==> config.mk <==
export PLATFORM = sky130hd
export DESIGN_NAME = burst_addr_seq
export DESIGN_NICKNAME = d
export VERILOG_FILES = /design/src/rtl/burst_seq_pkg.sv /design/src/rtl/bsq_beat_ctr.sv /design/src/rtl/bsq_base_reg.sv /design/src/rtl/bsq_order_map.sv /design/src/rtl/burst_addr_seq.sv
export SDC_FILE = /design/constraint.sdc
export NUM_CORES = 1
export LEC_CHECK = 0
export CORE_MARGIN = 2
export CORE_UTILIZATION = 41
export CTS_BUF_LIST = sky130_fd_sc_hd__clkbuf_8 sky130_fd_sc_hd__clkbuf_16
export DETAILED_ROUTE_END_ITERATION = 10
export PLACE_DENSITY = 0.88
export SYNTH_ARGS = -nofsm -noshare
export SYNTH_HDL_FRONTEND = slang
export SYNTH_HIERARCHICAL = 1
export SYNTH_SLANG_ARGS = --single-unit
==> constraint.sdc <==
create_clock -name clk -period 1.3 [get_ports clk]
set_input_delay 0.26 -clock clk [delete_from_list [all_inputs] [get_ports clk]]
set_output_delay 0.26 -clock clk [all_outputs]
set_load 0.005 [all_outputs]
==> src/rtl/burst_seq_pkg.sv <==
package burst_seq_pkg;
  localparam int BEAT_W = 2;

  typedef enum logic { ORD_LINEAR = 1'b0, ORD_INTERLEAVE = 1'b1 } order_t;

  function automatic logic [BEAT_W-1:0] low_bits_for(
    input logic [BEAT_W-1:0] start,
    input logic [BEAT_W-1:0] beat,
    input order_t            ord
  );
    logic [BEAT_W-1:0] r;
    if (ord == ORD_INTERLEAVE) r = start ^ beat;
    else                       r = start + beat;
    return r;
  endfunction
endpackage

==> src/rtl/bsq_beat_ctr.sv <==
module bsq_beat_ctr
  import burst_seq_pkg::*;
(
  input  logic              clk,
  input  logic              rst_n,
  input  logic              restart,
  input  logic              step,
  output logic [BEAT_W-1:0] beat
);
  always_ff @(posedge clk or negedge rst_n) begin
    if (!rst_n)       beat <= '0;
    else if (restart) beat <= '0;
    else if (step)    beat <= beat + 1'b1;
  end
endmodule

==> src/rtl/bsq_base_reg.sv <==
module bsq_base_reg #(
  parameter int ADDR_W = 17
) (
  input  logic              clk,
  input  logic              rst_n,
  input  logic              capture,
  input  logic [ADDR_W-1:0] addr_in,
  input  logic              mode_in,
  output logic [ADDR_W-1:0] base,
  output logic              mode_q
);
  always_ff @(posedge clk or negedge rst_n) begin
    if (!rst_n) begin
      base   <= '0;
      mode_q <= 1'b0;
    end else begin
      mode_q <= mode_in;
      if (capture) base <= addr_in;
    end
  end
endmodule

==> src/rtl/bsq_order_map.sv <==
module bsq_order_map
  import burst_seq_pkg::*;
#(
  parameter int ADDR_W = 17
) (
  input  logic [ADDR_W-1:0] base,
  input  logic [BEAT_W-1:0] beat,
  input  logic              mode_q,
  output logic [ADDR_W-1:0] addr
);
  localparam int UPPER_W = ADDR_W - BEAT_W;
  order_t ord;
  assign ord = order_t'(mode_q);

  generate
    if (UPPER_W > 0) begin : g_upper
      assign addr = {base[ADDR_W-1:BEAT_W], low_bits_for(base[BEAT_W-1:0], beat, ord)};
    end else begin : g_low_only
      assign addr = low_bits_for(base[BEAT_W-1:0], beat, ord);
    end
  endgenerate
endmodule

==> src/rtl/burst_addr_seq.sv <==
module burst_addr_seq
  import burst_seq_pkg::*;
#(
  parameter int ADDR_W = 17
) (
  input  logic              clk,
  input  logic              rst_n,
  input  logic              start_a_i,
  input  logic              start_b_i,
  input  logic [ADDR_W-1:0] addr_i,
  input  logic              adv_n_i,
  input  logic              mode_i,
  output logic [ADDR_W-1:0] addr_o,
  output logic [1:0]        beat_o
);
  // named internal events for the checker
  logic              load_ev;
  logic              step_ev;
  logic [ADDR_W-1:0] base_q;
  logic              mode_q;
  logic [BEAT_W-1:0] beat_q;

  assign load_ev = start_a_i | start_b_i;
  assign step_ev = ~adv_n_i;

  bsq_base_reg #(.ADDR_W(ADDR_W)) u_base (
    .clk(clk), .rst_n(rst_n), .capture(load_ev), .addr_in(addr_i),
    .mode_in(mode_i), .base(base_q), .mode_q(mode_q)
  );

  bsq_beat_ctr u_ctr (
    .clk(clk), .rst_n(rst_n), .restart(load_ev), .step(step_ev), .beat(beat_q)
  );

  bsq_order_map #(.ADDR_W(ADDR_W)) u_map (
    .base(base_q), .beat(beat_q), .mode_q(mode_q), .addr(addr_o)
  );

  assign beat_o = beat_q;
endmodule

# After elaboration in Yosys (flattened, before gate mapping)
# Cells that the tools add are included.
# totals
regBits	20
latchBits	0
mem_bits_rw	0
rom_bits	0
inputBits	23
output_inout_bits	19
elab_cells	11
n_memories	0
# classes
add_sub_neg	2
n_mul	0
div_mod_pow	0
n_lt_le_gt_ge	0
eq_ne	1
shift	0
mux	3
n_bitwise	2
reduce_logical	0
# ops
cell	count
2-to-1 mux 2 bit	3
adder 2 x 1 -> 2 bit (second input constant)	1
adder 2 bit	1
!= test 2 x 1 -> 1 bit (second input constant)	1
XOR 2 bit	1
bitwise OR 1 bit	1

# Logic depth before layout (Yosys ltp)
# logic_depth
word_depth	3
ltp_mapped	4
depth_no_buf	3

# By module
# Netlist, hierarchy kept.
# by_module_without_submodules
module	n_inst	cells_each	area_per_inst_um2	seq_area_each_um2
bsq_base_reg	1	37	710.7	450.4
bsq_order_map	1	19	148.9	0.0
bsq_beat_ctr	1	7	88.8	50.0
burst_addr_seq	1	2	10.0	0.0

# Least setup slack after synthesis
# OpenSTA, ideal clock, no wires.
# synth_timing
path_type	input to register
from	input start_b_i
to	register u_base.base[10]
setup_ns	0.125
t_arrival_ns	1.089
required_ns	1.175
path_slack_ns	0.086
cell_stages	4
n_path_buf	2
cell_sequence	or2_1 > buf_6 > buf_12 > mux2_4
# synth_between
elab_chain_cells	1
# synth_lines
item	line	text
from (decl)	burst_addr_seq.sv:9	input logic start_b_i,
bitwise OR 1 bit	burst_addr_seq.sv:23	assign load_ev = start_a_i | start_b_i;
to (signal assigned)	bsq_base_reg.sv:18	if (capture) base <= addr_in;
to (decl)	bsq_base_reg.sv:9	output logic [ADDR_W-1:0] base,
# Every way passes these cells.
# A chain may end at the register's enable or synchronous reset.

# Final worst setup path
# layout_timing
from	register u_ctr.beat[0]
to	output addr_o[1]
# layout_between
elab_chain_cells	2
# layout_lines
item	line	text
from (decl)	bsq_beat_ctr.sv:8	output logic [BEAT_W-1:0] beat
from (signal assigned)	bsq_beat_ctr.sv:13	else if (step) beat <= beat + 1'b1;
adder 2 bit	burst_seq_pkg.sv:13	else r = start + beat;
2-to-1 mux 2 bit	burst_seq_pkg.sv:12	if (ord == ORD_INTERLEAVE) r = start ^ beat;
to (decl)	burst_addr_seq.sv:13	output logic [ADDR_W-1:0] addr_o,
# Every way passes these cells.

==> flow_summary.ini <==
[outcome]
status = finished, violations left
violations = setup timing

[logic_synthesis]
yosysSeqAreaShare = 0.522
yosys_warnings = 6
synth_area_um2 = 958
avgSynthCellArea_um2 = 14.7
synth_area_leaders = dfrtp_1, mux2_4, buf_4
yosysTopAreaCell = dfrtp_1
ys.flop_type = dfrtp_1
yosys.area.top_type_share = 0.522
synth_common_cells = dfrtp_1, buf_4, mux2_4
synth-edff-count = 0
synthArstFlopShare = 1.00
mappedNetlistNets = 89
yosysMostFrequentCell = dfrtp_1
yosys_register_bits = 20
synthCells = 65
ys_types = 15

[timing]
timing.final.crit_share = 1.12
slew_headroom = 0.832
final-setup-viol-count = 2
maxSlewViolCount = 0
final.setup.worst_slack_ps = -156
worst_pin_slew_ps = 251
rsz0062_at_grt = yes
hold_viol = 0
fin_crit_ps = 1460
finalSetupTns_ps = -171
fin_skew_ps = 0.410
fmax_mhz = 687

[routing]
vias = 593
first_iter_violations = 3
drt-total-wl_mm = 1.73
firstDrtPassIters = 4
detail-route-antenna-nets = 0
route.detailed.drc = 0
via_per_inst = 4.56
wl_per_cell_um = 13.3

[die]
core_area_mm2 = 0.00221
die_area_mm2 = 0.00274
core.rowCount = 17
io_pins = 42
initial_core_util = 0.433
die_h_um = 52.4
fp.dieW_um = 52.4

[setup_path]
path_max_fanout = 2
setup.worst_path.class = reg -> out
arrival_ps = 1200
start_kind = register
critical_path_required_ps = 1040
cp-end-kind = primary output

[power]
cellPowerDensity_mw_per_mm2 = 1050
power_w = 0.00144
p_leak_nw = 0.654
combinationalPowerShare = 0.192
peakVddDrop_uv = 624
netSwitchingFraction = 0.215
p_int_w = 0.00113
p_clk_frac = 0.326
p_seq_frac = 0.482
p_switching_w = 0.000310

[clock_tree]
clock_path_buffers = 2
cts.sinks = 20
cts_hold_buf = 0
clock_latency_ps = 250
clkTransAtPathRegs_ps = 70
cts_tree = done
cts_inserted_buffers = 3
cts_root_buf = clkbuf_8
htree_levels = 1

[global_route]
use_met1 = 0.168
grt_pass1_wl_mm = 2.76
top_usage_layer = met2
grtUsageMet2 = 0.229
met3_usage = 0.0543
overflow = 0
track_usage = 0.144
grt_start_max_net_pins = 21
grt_pass1_vias = 618
antenna_found_initial = 0

[layout]
areaGrowthSynthToFinish_pct = 43.9
fin_area_mm2 = 0.00138
diodes = 0
layout-drive-gt1-share = 0.343
finalNonFillerCells = 130
final_nets = 127

[placed_design]
dpl.cell_count = 122
port-buffer-count = 41
placed_area_mm2 = 0.00131
gp_congestion = 0.619
hpwl_mm = 1.30
pre_cts_ws_ps = -287

[hold_path]
hold_path.class = in -> async

[flow_run]
drv_cap = 0
final cells by class:
type | instances | area, um2
well taps | 28 | 35.0
clock buffers | 4 | 55.1
repair buffers | 50 | 467
multi-input cells | 27 | 318
inverters | 1 | 3.75
flip-flops and latches | 20 | 500
fillers | 175 | 833
layer usage:
metal / wire length, um / part of all wire
met5: 0 / 0
met3: 155 / 0.090
met2: 866 / 0.50
met1: 695 / 0.40
met4: 10 / 0.0058
through the flow:
step | util | hold slack (ps)
CTS | 0.620 | 342
finish | 0.623 | 334
floorplan | - | -35.6
global placement | 0.592 | 489
global route | 0.623 | 361
detailed placement | 0.592 | 491
cell families (layout without fill, tap and decap cells):
group,count (synthesis),count (layout),synth area share
simple gates,4,4,0.0248
compound gates,2,2,0.0196
fa+ha+maj,1,1,0.0131
flops,20,20,0.522
buf+inv,18,55,0.154
mux,17,17,0.239
xor+xnor,3,3,0.0274
final timing paths:
check,start,to,slack (ps),depth (start not counted)
worst min register to register,u_base/base[2],u_base/base[2],510,1
worst max-delay path,u_ctr/beat[0],addr_o[1],-160,4
max in group asynchronous,rst_n,u_base/base[6],760,2
worst min-delay path,rst_n,u_base/base[13],330,2
min in group clk,mode_i,u_base/mode_q,480,1
worst max register to register,u_base/base[10],u_base/base[10],400,2
critical path: stages, from the launching register on:
cell and delay (ps):
dfrtp_1 380, ha_1 180, nor2b_1 130, xnor2_1 120, buf_2 130
power groups by stage:
stage | Sequential [W] | Clock [W] | Combinational (W)
finish | 0.000696 | 0.000470 | 0.000277
global route | 0.000703 | 0.000520 | 0.000298
detailed placement | 0.000709 | 0 | 0.000302
floorplan | 0.000703 | 0 | 0.000164
CTS | 0.000697 | 0.000486 | 0.000281
global placement | 0.000707 | 0 | 0.000293
layout by cell type (no fill, tap or decap):
master / count
a21bo_1: 1
a21oi_2: 1
buf_12: 1
buf_2: 2
buf_4: 7
buf_6: 2
clkbuf_8: 4
clkdlybuf4s15_1: 1
clkdlybuf4s50_1: 22
dfrtp_1: 20
dlygate4sd2_1: 15
ha_1: 1
inv_1: 1
mux2_2: 7
mux2_4: 10
nand3b_1: 1
nor2_1: 1
nor2b_1: 1
or2_1: 1
xnor2_1: 2
xnor2_2: 1
sequential cells by signal, indices dropped and copies added (netlist names):
register and cells:
u_ctr/beat 2, u_base/mode_q 1, u_base/base 17
timing repair:
action                                  in CTS  in global routing
pin swaps                                    1                  0
endpoints found under the setup margin      19                 10
gates resized for setup                     27                  4
endpoints found under the hold margin        0                  0
setup buffers                                4                  1
No activity file was read; power rests on OpenSTA's default activity.
